### src/rtl/fanreg_pkg.sv
package fanreg_pkg;

    localparam int BYTE_W = 8;

    // Configuration byte, bit 7 first.
    typedef struct packed {
        logic rsvd;
        logic no_timeout;
        logic no_spinup;
        logic pwr_meas;
        logic full_speed;
        logic ready;
        logic lock;
        logic start;
    } cfg_t;

    typedef struct packed {
        logic              wr;
        logic              rd;
        logic [BYTE_W-1:0] addr;
        logic [BYTE_W-1:0] data;
    } bus_req_t;

    function automatic logic [BYTE_W-1:0] cfg_to_byte(cfg_t c);
        logic [BYTE_W-1:0] b;
        b    = c;
        b[7] = 1'b0;
        return b;
    endfunction

endpackage

### src/rtl/fanreg_ready_timer.sv
module fanreg_ready_timer #(
    parameter int READY_DELAY = 8
) (
    input  logic clk_i,
    input  logic rst_i,
    output logic ready_o
);
    localparam int CW = (READY_DELAY < 1) ? 1 : $clog2(READY_DELAY + 1);
    localparam logic [CW-1:0] LIMIT = CW'(READY_DELAY);

    logic [CW-1:0] cnt_q;

    always_ff @(posedge clk_i) begin
        if (rst_i) begin
            cnt_q   <= '0;
            ready_o <= (READY_DELAY == 0);
        end else if (!ready_o) begin
            cnt_q   <= cnt_q + 1'b1;
            ready_o <= ((cnt_q + 1'b1) == LIMIT);
        end
    end
endmodule

### src/rtl/fanreg_duty_bank.sv
module fanreg_duty_bank
    import fanreg_pkg::*;
#(
    parameter int              NUM_CH    = 3,
    parameter logic [BYTE_W-1:0] DUTY_BASE = 8'h38
) (
    input  logic                     clk_i,
    input  logic                     rst_i,
    input  bus_req_t                 req_i,
    input  logic                     lock_i,
    output logic [NUM_CH*BYTE_W-1:0] duty_q_o
);
    for (genvar ch = 0; ch < NUM_CH; ch++) begin : g_ch
        localparam logic [BYTE_W-1:0] CH_ADDR = BYTE_W'(DUTY_BASE + ch);
        logic hit;
        assign hit = req_i.wr && (req_i.addr == CH_ADDR) && !lock_i;
        always_ff @(posedge clk_i) begin
            if (rst_i)
                duty_q_o[ch*BYTE_W +: BYTE_W] <= '1;
            else if (hit)
                duty_q_o[ch*BYTE_W +: BYTE_W] <= req_i.data;
        end
    end
endmodule

### src/rtl/fanreg_cfg_reg.sv
module fanreg_cfg_reg
    import fanreg_pkg::*;
#(
    parameter logic [BYTE_W-1:0] CFG_ADDR = 8'h40
) (
    input  logic     clk_i,
    input  logic     rst_i,
    input  bus_req_t req_i,
    input  logic     ready_i,
    output cfg_t     cfg_o
);
    logic sel;
    logic start_q, lock_q, full_q, pwr_q, nospin_q, notmo_q;
    logic unused_bits;

    assign sel         = req_i.wr && (req_i.addr == CFG_ADDR);
    assign unused_bits = ^{req_i.data[7], req_i.data[2], req_i.rd};

    always_ff @(posedge clk_i) begin
        if (rst_i) begin
            start_q  <= 1'b0;
            lock_q   <= 1'b0;
            full_q   <= 1'b0;
            pwr_q    <= 1'b0;
            nospin_q <= 1'b0;
            notmo_q  <= 1'b0;
        end else if (sel) begin
            start_q <= req_i.data[0];
            full_q  <= req_i.data[3];
            lock_q  <= lock_q | req_i.data[1];
            if (!lock_q) begin
                pwr_q    <= req_i.data[4];
                nospin_q <= req_i.data[5];
                notmo_q  <= req_i.data[6];
            end
        end
    end

    always_comb begin
        cfg_o            = '0;
        cfg_o.start      = start_q;
        cfg_o.lock       = lock_q;
        cfg_o.ready      = ready_i;
        cfg_o.full_speed = full_q;
        cfg_o.pwr_meas   = pwr_q;
        cfg_o.no_spinup  = nospin_q;
        cfg_o.no_timeout = notmo_q;
    end
endmodule

### src/rtl/fanreg_bank.sv
module fanreg_bank
    import fanreg_pkg::*;
#(
    parameter int                NUM_CH      = 3,
    parameter logic [BYTE_W-1:0] DUTY_BASE   = 8'h38,
    parameter logic [BYTE_W-1:0] CFG_ADDR    = 8'h40,
    parameter int                READY_DELAY = 8
) (
    input  logic                     clk_i,
    input  logic                     rst_i,
    input  logic                     wr_en_i,
    input  logic                     rd_en_i,
    input  logic [BYTE_W-1:0]        addr_i,
    input  logic [BYTE_W-1:0]        wdata_i,
    output logic [BYTE_W-1:0]        rdata_o,
    output logic [NUM_CH*BYTE_W-1:0] duty_max_o,
    output logic                     full_speed_o,
    output logic                     mon_en_o
);
    bus_req_t                 req;
    cfg_t                     cfg_w;
    logic                     ready_w;
    logic [NUM_CH*BYTE_W-1:0] duty_q;
    logic [BYTE_W-1:0]        rd_next;

    assign req = '{wr: wr_en_i, rd: rd_en_i, addr: addr_i, data: wdata_i};

    fanreg_ready_timer #(.READY_DELAY(READY_DELAY)) ready_i (
        .clk_i  (clk_i),
        .rst_i  (rst_i),
        .ready_o(ready_w)
    );

    fanreg_cfg_reg #(.CFG_ADDR(CFG_ADDR)) cfg_i (
        .clk_i  (clk_i),
        .rst_i  (rst_i),
        .req_i  (req),
        .ready_i(ready_w),
        .cfg_o  (cfg_w)
    );

    fanreg_duty_bank #(.NUM_CH(NUM_CH), .DUTY_BASE(DUTY_BASE)) duty_i (
        .clk_i   (clk_i),
        .rst_i   (rst_i),
        .req_i   (req),
        .lock_i  (cfg_w.lock),
        .duty_q_o(duty_q)
    );

    always_comb begin
        rd_next = '0;
        if (req.addr == CFG_ADDR)
            rd_next = cfg_to_byte(cfg_w);
        for (int ch = 0; ch < NUM_CH; ch++) begin
            if (req.addr == BYTE_W'(DUTY_BASE + ch))
                rd_next = duty_q[ch*BYTE_W +: BYTE_W];
        end
    end

    always_ff @(posedge clk_i) begin
        if (rst_i)
            rdata_o <= '0;
        else if (req.rd)
            rdata_o <= rd_next;
    end

    for (genvar ch = 0; ch < NUM_CH; ch++) begin : g_out
        assign duty_max_o[ch*BYTE_W +: BYTE_W] =
            cfg_w.start ? duty_q[ch*BYTE_W +: BYTE_W] : {BYTE_W{1'b1}};
    end

    assign full_speed_o = cfg_w.full_speed;
    assign mon_en_o     = cfg_w.start;
endmodule

### config.mk
export PLATFORM = sky130hd
export DESIGN_NAME = fanreg_bank
export DESIGN_NICKNAME = d
export VERILOG_FILES = /design/src/rtl/fanreg_pkg.sv /design/src/rtl/fanreg_ready_timer.sv /design/src/rtl/fanreg_duty_bank.sv /design/src/rtl/fanreg_cfg_reg.sv /design/src/rtl/fanreg_bank.sv
export SDC_FILE = /design/constraint.sdc
export NUM_CORES = 1
export LEC_CHECK = 0
export ABC_AREA = 1
export BUFFER_PORTS_ARGS = -buffer_cell sky130_fd_sc_hd__buf_2
export CORE_ASPECT_RATIO = 0.75
export CORE_MARGIN = 2
export CORE_UTILIZATION = 30
export CTS_CLUSTER_SIZE = 30
export DETAILED_ROUTE_END_ITERATION = 16
export PLACE_DENSITY = 0.48
export SLEW_MARGIN = 20
export SYNTH_ARGS = -nofsm -noshare
export SYNTH_HDL_FRONTEND = slang
export SYNTH_HIERARCHICAL = 1
export SYNTH_SLANG_ARGS = --single-unit
### constraint.sdc
create_clock -name clk_i -period 1.5 [get_ports clk_i]
set_input_delay 0.225 -clock clk_i [delete_from_list [all_inputs] [get_ports clk_i]]
set_output_delay 0.225 -clock clk_i [all_outputs]
set_load 0.05 [all_outputs]
Word-level counts from Yosys, hierarchy flattened
Cells that the tools add are included.
{"block": "totals", "register_bits": 43, "out_inout_bits": 34, "elab_cells": 37}
{"block": "op_classes", "add_sub_neg": 1, "n_eq_ne": 5, "n_mux": 8, "n_bitwise": 2, "n_reduce_logical": 9}
{"cell": "2-to-1 mux 8 bit", "n": 6}
{"cell": "== test 8 x 6 -> 1 bit, second input constant", "n": 3}
{"cell": "== test 8 x 7 -> 1 bit, second input constant", "n": 1}
{"cell": "logical AND 1 bit", "n": 7}
{"cell": "2-to-1 mux 7 bit", "n": 1}
{"cell": "adder 4 x 1 -> 4 bit, second input constant", "n": 1}
{"cell": "== test 4 bit, second input constant", "n": 1}
{"cell": "AND reduction 2 bit", "n": 1}
{"cell": "logical NOT 1 bit", "n": 1}
{"cell": "2-to-1 mux 1 bit", "n": 1}
{"cell": "inverter 1 bit", "n": 1}
{"cell": "OR 1 bit", "n": 1}

Depth between registers and ports, before layout
Gate-level depths: netlist of the first run.
{"block": "logic_depth", "word_depth": 5, "ltp_mapped": 9}

By module
Netlist of the first run, hierarchy kept.
{"module": "fanreg_duty_bank", "n_inst": 1, "cells_per_inst": 122, "area_per_inst_um2": 1011.0, "seq_area_each_um2": 480.5}
{"module": "fanreg_bank", "n_inst": 1, "cells_per_inst": 135, "area_per_inst_um2": 884.6, "seq_area_each_um2": 160.2}
{"module": "fanreg_cfg_reg", "n_inst": 1, "cells_per_inst": 54, "area_per_inst_um2": 367.9, "seq_area_each_um2": 120.1}
{"module": "fanreg_ready_timer", "n_inst": 1, "cells_per_inst": 27, "area_per_inst_um2": 225.2, "seq_area_each_um2": 100.1}

Worst setup path after synthesis of the first run
No wires, ideal clock.
{"block": "synth_timing", "kind": "register to output", "from": "reg cfg_i.start_q", "to": "out duty_max_o[0]", "arrival_ns": 1.147, "slack_ns": 0.128, "stages_incl_launch_ff": 5, "n_path_buf": 2, "path_cell_list": "dfxtp_1 buf_4 inv_1 clkbuf_1 or2_2"}
{"block": "synth_between", "elab_chain_cells": 1}
{"element": "from (decl)", "line": "fanreg_cfg_reg.sv:13", "rtl": "logic start_q, lock_q, full_q, pwr_q, nospin_q, notmo_q;"}
{"element": "from (signal assigned)", "line": "fanreg_cfg_reg.sv:28", "rtl": "start_q <= req_i.data[0];"}
{"element": "2-to-1 mux 8 bit", "line": "fanreg_bank.sv:69", "rtl": "cfg_w.start ? duty_q[ch*BYTE_W +: BYTE_W] : {BYTE_W{1'b1}};"}
{"element": "to (decl)", "line": "fanreg_bank.sv:16", "rtl": "output logic [NUM_CH*BYTE_W-1:0] duty_max_o,"}
No other way between the ends.

Final worst setup path of the first run
{"block": "layout_timing", "from": "reg cfg_i.start_q", "to": "out duty_max_o[18]"}
Same word-level chain as after synthesis.

==> results of run 1 <==
cell usage in the layout (no fill, tap or decap), drive strengths merged:
master	count
nor2	28
nand4	27
nor3	1
xor2	1
clkbuf	6
dfxtp	43
o21ai	10
nand2	68
a21oi	15
clkinv	1
or2	23
nor3b	1
buf	64
ha	1
inv	38
nand3	62
worst paths after layout:
kind | startpoint | to | slack, ns | cells after the start
setup / recovery | cfg_i/start_q | duty_max_o[18] | -0.008 | 4
hold / removal | rst_i | cfg_i/lock_q | 0.13 | 2
setup reg to reg | cfg_i/lock_q | duty_i/duty_q_o[6] | 0.25 | 5
hold reg to reg | duty_i/duty_q_o[23] | duty_i/duty_q_o[23] | 0.46 | 2
metal layers:
layer  global-route usage  vias up
li1                     -     1211
met1               0.2525     1075
met2               0.2671       68
met3              0.04710       13
met4              0.04231        0
met5                    0        -
layout make-up:
| type | count | share of cell area |
|---|---|---|
| multi-input combinational | 237 | 0.4402 |
| sequential | 43 | 0.2801 |
| inverter | 38 | 0.04634 |
| clock buffer | 6 | 0.02683 |
| clock inverter | 1 | 0.001626 |
| tap | 105 | 0.04268 |
| timing repair buffer | 64 | 0.1622 |
stage by stage:
step	util	setup TNS, ns	hold slack (ns)
floorplan	-	0	0.2941
global placement	0.3593	0	0.4497
detailed placement	0.3593	0	0.4482
CTS	0.3855	-0.2022	0.1257
global route	0.3870	-0.7999	0.1282
finish	0.3870	-0.05843	0.1280
power breakdown:
part	internal, mW	switching, mW
sequential	1.15	0.0102
combinational	0.0728	0.171
clock	0.362	0.384
total	1.59	0.566
sequential cells by signal, summed over array words and instances, names as in the netlist:
name	flops
duty_i/duty_q_o	24
ready_i/cnt_q	4
cfg_i/start_q	1
ready_i/ready_o	1
cfg_i/lock_q	1
cfg_i/notmo_q	1
rdata_o	8
cfg_i/pwr_q	1
cfg_i/nospin_q	1
cfg_i/full_q	1
repair_timing:
action	CTS	global route
endpoints found under the setup margin	19	19
setup buffers	0	0
gates resized for setup	40	4
==> run metrics, run 1 <==
number of filler cells placed in the layout 835; TritonCTS clock tree yes; required time at the worst-slack endpoint 1.27 ns; number of standard cells in the layout, taps in and fillers out 494; kind of end point of the critical path primary output; detail-routed net length per standard cell 15.08 um; antenna violations before repair 0; gp weighted congestion 0.8975; Final Skew 0.01136 ns; Chip Height 82.70 um; synthesized instance count 336; antenna-violating nets left 0; final-report max-slew violation count 0; initial detailed-routing violation count 102; Clk pin slew, worst setup/hold paths 0.08 ns; vias in the first global route 2263; drc violations 0; final critical-path required period 1.508 ns; total count of hold-check failures in the final report 0; placeable core area 7953 um^2; Setup Crit Path Kind reg -> out; Detail Route met3 WL 564 um; post-detailed-route via-to-cell ratio 4.791; Chip Width 108.9 um; global-route wire length before repair 11970 um; worst-path cell with the longest stage delay dfxtp_2; clock latency reported for the late side of the worst-skew pair 0.30 ns; placed wire-length estimate 5780 um; IR Drop Worst-Case VDD 0.0003223 V; kind of start point of the critical path flop; category of cells accounting for the largest share of critical-path delay buffers and inverters; Syn-to-layout area delta 24.24%; total area of sequential cells 862.1 um^2; Die ar. 9009 um^2; worst-path fanout max 19; total grt overflow 0; critical path arrival 1.28 ns; M1 wire length 3688 um; status finished, violations left; final-report setup violation count 16; n_diodes 0; initial cell density of the core 0.3115; Max Cap Viol 0; number of synthesis warnings 6; nets 410; post-route cell area 3078 um^2; Placement Setup Slack 0.1996 ns; Worst Max-Slew Pin Slew 0.2971 ns; top-level port count 54; met2 wire length 3101 um; TritonCTS Buffers 5; clk root buf clkbuf_8; total power per unit cell area 698.8 nW/um^2; layout cells sized above 1 0.3522; GR Util All Layers 0.1777; Vias 2367; top routing layer in use met4; drt pass-1 iters 4; synthesized area per cell 7.373 um^2; Max Root-Sink Buffers 2; post-layout worst setup margin -0.007933 ns; port bufs 53; fmax 0.6632 GHz; cell area after synthesis 2477 um^2; Slew HR 0.8017; cell chain of the critical path inv_2 -> buf_12 -> or2_2 -> buf_6; RSZ-0062 raised after global routing yes; overall power consumption 2.151 mW; clock sink total 43; Multi-input gate area 1355 um^2; final critical-path share of the clock period 1.005; Post-Route WL 7450 um; synthesized net count 357; pin count of the biggest net entering global routing 25; type of the worst min-delay path in -> reg; Cell Count Post-Placement 487; Hold Buf Count CTS 0; leakage 1.456 nW; violations in the final reports negative setup slack; Crit path buffers/inverters 3; maximum cell stage delay along the critical path 0.34 ns; # rows 28; maximum level of the CTS H-tree 2; post-placement cell area 2858 um^2
Power figures use the tool's default switching activity.
==> run 2, diff against run 1 <==
--- a/config.mk
+++ b/config.mk
@@ -12,6 +12,7 @@
 export CORE_UTILIZATION = 30
 export CTS_CLUSTER_SIZE = 30
 export DETAILED_ROUTE_END_ITERATION = 16
+export GPL_TIMING_DRIVEN = 0
 export PLACE_DENSITY = 0.48
 export SLEW_MARGIN = 20
 export SYNTH_ARGS = -nofsm -noshare
==> run metrics, run 2 (synthesized netlist as in run 1, its figures left out) <==
largest registers duty_i/duty_q_o x24, rdata_o x8, ready_i/cnt_q x4 (unchanged); Setup Crit Path Kind reg -> out (unchanged); type of the worst min-delay path in -> reg (unchanged); Final Skew 0.009959 ns (was 0.01136 ns); required time at the worst-slack endpoint 1.27 ns (about the same); Slew HR 0.6330 (was 0.8017); depth of the worst hold-timing path 3 (was 2); Max Cap Viol 0 (unchanged); Clk pin slew, worst setup/hold paths 0.08 ns (about the same); Chip Height 82.70 um (unchanged); maximum level of the CTS H-tree 2 (unchanged); number of flip-flops under the largest register name 24 (unchanged); top library cells by usage in the layout, fill and taps aside nand2_1 (60), nand3_1 (58), dfxtp_1 (42) (unchanged); nets 418 (was 410); total net switching power 0.5946 mW (was 0.5656 mW); cell chain of the critical path inv_8 -> buf_8 -> or2_4 -> buf_8 (was inv_2 -> buf_12 -> or2_2 -> buf_6); antenna-violating nets left 0 (unchanged); top-level port count 54 (unchanged); final-report max-slew violation count 0 (unchanged); worst r2r path cells 7 (was 5); IR Drop Worst-Case VDD 0.0003294 V (was 0.0003223 V); final critical-path share of the clock period 1.002 (was 1.005); global-route wire length before repair 12350 um (was 11970 um); total count of hold-check failures in the final report 0 (unchanged); kind of end point of the critical path primary output (unchanged); relative contribution of combinational cells to total power 0.098 (was 0.113); n_diodes 0 (unchanged); Vias 2459 (was 2367); total area of sequential cells 864.6 um^2 (was 862.1 um^2); reg2reg end duty_i/duty_q_o[11] (was duty_i/duty_q_o[6]); Worst Hold Endpoint cfg_i/lock_q (unchanged); initial detailed-routing violation count 188 (was 102); TritonCTS Buffers 5 (unchanged); placed wire-length estimate 5801 um (was 5780 um); RSZ-0062 raised after global routing yes (unchanged); initial cell density of the core 0.3115 (unchanged); status finished, violations left (unchanged); final-report setup violation count 2 (was 16); overall power consumption 2.350 mW (was 2.151 mW); detail-routed net length per standard cell 15.21 um (was 15.08 um); worst-path cell with the longest stage delay dfxtp_4 (was dfxtp_2); most common cell after layout, fill and taps aside nand2_1 (unchanged); number of filler cells placed in the layout 808 (was 835); Max Root-Sink Buffers 2 (unchanged); register bank with the most flops duty_i/duty_q_o (unchanged); aggregate negative setup slack -0.002533 ns (was -0.05843 ns); layout cells sized above 1 0.3568 (was 0.3522); antenna violations before repair 0 (unchanged); total internal power 1.755 mW (was 1.585 mW); hold path startpoint wdata_i[1] (was rst_i); worst reg-to-reg setup slack 0.14 ns (was 0.25 ns); pin count of the biggest net entering global routing 14 (was 25); GR Util All Layers 0.1824 (was 0.1777); clk root buf clkbuf_8 (unchanged); Die ar. 9009 um^2 (unchanged); kind of start point of the critical path flop (unchanged); Worst Max-Slew Pin Slew 0.5505 ns (was 0.2971 ns); worst-path fanout max 7 (was 19); post-layout worst setup margin -0.002262 ns (was -0.007933 ns); port bufs 52 (was 53); drc violations 0 (unchanged); post-detailed-route via-to-cell ratio 4.889 (was 4.791); Syn-to-layout area delta 33.28% (was 24.24%); Clk pwr share 0.408 (was 0.347); maximum cell stage delay along the critical path 0.41 ns (was 0.34 ns); vias in the first global route 2268 (was 2263); final critical-path required period 1.502 ns (was 1.508 ns); TritonCTS clock tree yes (unchanged); # rows 28 (unchanged); drt pass-1 iters 5 (was 4); critical path arrival 1.28 ns (about the same); placeable core area 7953 um^2 (unchanged); FF-to-FF Start cfg_i/lock_q (unchanged); end-of-flow core utilization 0.4152 (was 0.3870); total grt overflow 0 (unchanged); proportion of power drawn by flip-flops and latches 0.493 (was 0.540); clock latency reported for the late side of the worst-skew pair 0.29 ns (was 0.30 ns); gp weighted congestion 0.8312 (was 0.8975); fmax 0.6657 GHz (was 0.6632 GHz); cell seen most often among critical-path stages buf_8; Multi-input gate area 1400 um^2 (was 1355 um^2); clock sink total 43 (unchanged); switching part of the total 0.2530 (was 0.2630); Post-Route WL 7651 um (was 7450 um); leakage 1.564 nW (was 1.456 nW); violations in the final reports negative setup slack (unchanged); Chip Width 108.9 um (unchanged); total power per unit cell area 711.6 nW/um^2 (was 698.8 nW/um^2)
## run 2: changes by cell type in the layout (fill, tap and decap cells not counted), moves of 3 or more
cell | before | now
or2_2 | 21 | 3
buf_6 | 17 | 2
buf_2 | 34 | 30
or2_4 | 2 | 20
buf_8 | 2 | 24
clkbuf_1 | 0 | 3
buf_4 | 9 | 12
## run 2: final cells by class
cell class	instances	share of cell area
timing repair buffer	55	0.1512
tap	105	0.03979
clock inverter	2	0.01061
inverter	38	0.04547
buffer	17	0.04206
clock buffer	6	0.02501
multi-input combinational	237	0.4240
sequential	43	0.2618
## run 2: power by group through the flow
stage	clock, mW	combinational, mW	sequential (mW)
after floorplan	0	0.136	1.19
after global placement	0	0.228	1.19
after detailed placement	0	0.229	1.19
after CTS	0.976	0.231	1.16
after global routing	1.02	0.255	1.16
final	0.960	0.231	1.16
## run 2: what timing repair did
item	in CTS	in global routing
gates cloned	2	0
hold endpoints to repair	0	0
setup endpoints to repair	23	24
buffers inserted	1	0
hold buffers	0	0
resized for setup	94	7
## run 2: metrics by stage
step | cells | hold WS (ns) | setup slack [ns] | area (um^2)
after floorplan | 336 | 0.2941 | 0.1284 | 2477
after global placement | 493 | 0.4481 | -0.1478 | 2869
after detailed placement | 493 | 0.4493 | -0.1179 | 2869
after CTS | 504 | 0.2287 | -0.06504 | 3301
after global routing | 503 | 0.2375 | -0.03553 | 3302
final | 503 | 0.2419 | -0.002262 | 3302
## run 2: worst max-delay path by stage
| stage | startpoint | to | slack [ns] | depth (start not counted) |
|---|---|---|---|---|
| CTS | cfg_i/start_q | duty_max_o[1] | -0.07 | 5 |
| global route | cfg_i/start_q | duty_max_o[6] | -0.04 | 4 |
| finish | cfg_i/start_q | duty_max_o[1] | -0.002 | 4 |
| floorplan | cfg_i/start_q | duty_max_o[0] | 0.13 | 4 |
| detailed placement | cfg_i/start_q | duty_max_o[1] | -0.12 | 5 |
| global placement | cfg_i/start_q | duty_max_o[1] | -0.15 | 5 |
## run 2: critical path: cells and delay by family (launching register included)
family | cells | cell delay, ns
DFF | 1 | 0.41
and+or+nand+nor | 1 | 0.23
buffers and inverters | 3 | 0.34
## run 2: per-layer routing
layer | vias to the layer above | wire (um) | track usage
li1 | 1231 | - | -
met1 | 1140 | 3891 | 0.2811
met2 | 86 | 3185 | 0.2652
met3 | 2 | 563 | 0.03925
met4 | 0 | 11 | 0.01667
met5 | - | 0 | 0
==> run 3, diff against run 2 <==
==> constraint.sdc (replaced) <==
create_clock -name clk_i -period 1.5 [get_ports clk_i]
set_input_delay 0.075 -clock clk_i [delete_from_list [all_inputs] [get_ports clk_i]]
set_output_delay 0.075 -clock clk_i [all_outputs]
set_load 0.05 [all_outputs]
==> run metrics, run 3 (synthesized netlist as in run 1, its figures left out) <==
layer with the highest usage after global routing met1 (unchanged); Max Cap Viol 0 (unchanged); global routing usage on met3 0.03532 (was 0.03925); pin count of the biggest net entering global routing 14 (unchanged); number of filler cells placed in the layout 809 (was 808); drc violations 0 (unchanged); Clk pin slew, worst setup/hold paths 0.08 ns (about the same); total grt overflow 0 (unchanged); top-level port count 54 (unchanged); total area of sequential cells 862.1 um^2 (was 864.6 um^2); Setup Crit Path Kind reg -> out (unchanged); hold path startpoint wdata_i[1] (unchanged); placeable core area 7953 um^2 (unchanged); Post-Route WL 7367 um (was 7651 um); initial detailed-routing violation count 204 (was 188); final-report setup violation count 0 (was 2); total power per unit cell area 721.5 nW/um^2 (was 711.6 nW/um^2); largest registers duty_i/duty_q_o x24, rdata_o x8, ready_i/cnt_q x4 (unchanged); final critical-path share of the clock period 0.9595 (was 1.002); met1 demand-to-capacity share in global routing 0.2735 (was 0.2811); nets 418 (unchanged); Hold Buf Count CTS 0 (unchanged); kind of end point of the critical path primary output (unchanged); kind of start point of the critical path flop (unchanged); total count of hold-check failures in the final report 0 (unchanged); clock sink total 43 (unchanged); leakage 1.538 nW (was 1.564 nW); Final Skew 0.007406 ns (was 0.009959 ns); port bufs 52 (unchanged); FF-to-FF Start cfg_i/lock_q (unchanged); antenna-violating nets left 0 (unchanged); final-report max-slew violation count 0 (unchanged); Chip Width 108.9 um (unchanged); Worst Hold Endpoint cfg_i/lock_q (unchanged); Multi-input gate area 1383 um^2 (was 1400 um^2); GR Util All Layers 0.1752 (was 0.1824); antenna violations before repair 0 (unchanged); end-of-flow core utilization 0.4076 (was 0.4152); Chip Height 82.70 um (unchanged); depth of the worst hold-timing path 3 (unchanged); final critical-path required period 1.439 ns (was 1.502 ns); number of flip-flops under the largest register name 24 (unchanged); top library cells by usage in the layout, fill and taps aside nand2_1 (60), nand3_1 (58), dfxtp_1 (42) (unchanged); most common cell after layout, fill and taps aside nand2_1 (unchanged); placed wire-length estimate 5801 um (unchanged); # rows 28 (unchanged); gp weighted congestion 0.8312 (unchanged); Worst Max-Slew Pin Slew 0.5605 ns (was 0.5505 ns); clk root buf clkbuf_8 (unchanged); clock latency reported for the late side of the worst-skew pair 0.29 ns (about the same); type of the worst min-delay path in -> reg (unchanged); required time at the worst-slack endpoint 1.42 ns (was 1.27 ns); RSZ-0062 raised after global routing no (was yes); status complete, no violations (was finished, violations left); layout cells sized above 1 0.3568 (unchanged); worst r2r path cells 7 (unchanged); Syn-to-layout area delta 30.86% (was 33.28%); Max Root-Sink Buffers 2 (unchanged); TritonCTS clock tree yes (unchanged); post-detailed-route via-to-cell ratio 4.811 (was 4.889); hold slack final 0.09554 ns (was 0.2419 ns); IR Drop Worst-Case VDD 0.0003186 V (was 0.0003294 V); maximum level of the CTS H-tree 2 (unchanged); worst-path fanout max 10 (was 7); worst setup path startpoint cfg_i/start_q (unchanged); aggregate negative setup slack 0 ns (was -0.002533 ns); worst reg-to-reg setup slack 0.13 ns (was 0.14 ns); global-route wire length before repair 11920 um (was 12350 um); routing usage on met2 0.2497 (was 0.2652); reg2reg end duty_i/duty_q_o[11] (unchanged); Die ar. 9009 um^2 (unchanged); fmax 0.6948 GHz (was 0.6657 GHz); drt pass-1 iters 5 (unchanged); Slew HR 0.6263 (was 0.6330); TritonCTS Buffers 5 (unchanged); Vias 2420 (was 2459); critical path arrival 1.36 ns (was 1.28 ns); n_diodes 0 (unchanged); register bank with the most flops duty_i/duty_q_o (unchanged); vias in the first global route 2189 (was 2268); detail-routed net length per standard cell 14.65 um (was 15.21 um); initial cell density of the core 0.3115 (unchanged)
## run 3: cell counts in the layout (fill, tap and decap cells not counted)
Identical to the previous run, type by type.
## run 3: stage by stage
step	setup slack, ns	cells	cell area (um^2)	total power, mW
floorplan	0.2784	336	2477	1.329
finish	0.06072	503	3242	2.339
CTS	-0.004990	501	3149	2.367
global route	0.008575	503	3242	2.438
detailed placement	0.03213	493	2869	1.417
global placement	0.002230	493	2869	1.415
## run 3: area by class of cell
type	count	share of cell area
buffer	18	0.04631
clock buffer	6	0.02547
clock inverter	2	0.01081
inverter	38	0.04477
multi-input combinational	237	0.4265
sequential	43	0.2659
tap	105	0.04052
timing repair buffer	54	0.1397
## run 3: how the worst max path moves through the flow
stage                          endpoint  slack (ns)  cells past startpoint
final                     duty_max_o[7]        0.06                      5
after global routing      duty_max_o[7]       0.009                      5
after CTS                 duty_max_o[3]      -0.005                      5
after detailed placement  duty_max_o[1]        0.03                      5
after global placement    duty_max_o[1]       0.002                      5
after floorplan           duty_max_o[0]        0.28                      4
## run 3: power by group
group	internal [mW]	switching [mW]	total, mW
Sequential	1.15	0.00961	1.16
Clock	0.539	0.408	0.947
Combinational	0.0660	0.165	0.231
Total	1.76	0.583	2.34
## run 3: worst max-delay path: stages (launching register included)
cell,delay (ns)
dfxtp_2,0.34
buf_6,0.12
inv_4,0.05
buf_8,0.12
or2_2,0.29
buf_8,0.16
## run 3: layer usage
layer  up-vias  routed length, um
met2        85               2997
met3         4                487
li1       1228                  -
met5         -                  0
met1      1103               3849
met4         0                 33
## run 3: what timing repair did
action,4_1_cts,5_1_grt
setup buffers,0,2
setup endpoints to repair,20,18
gates resized for setup,53,26
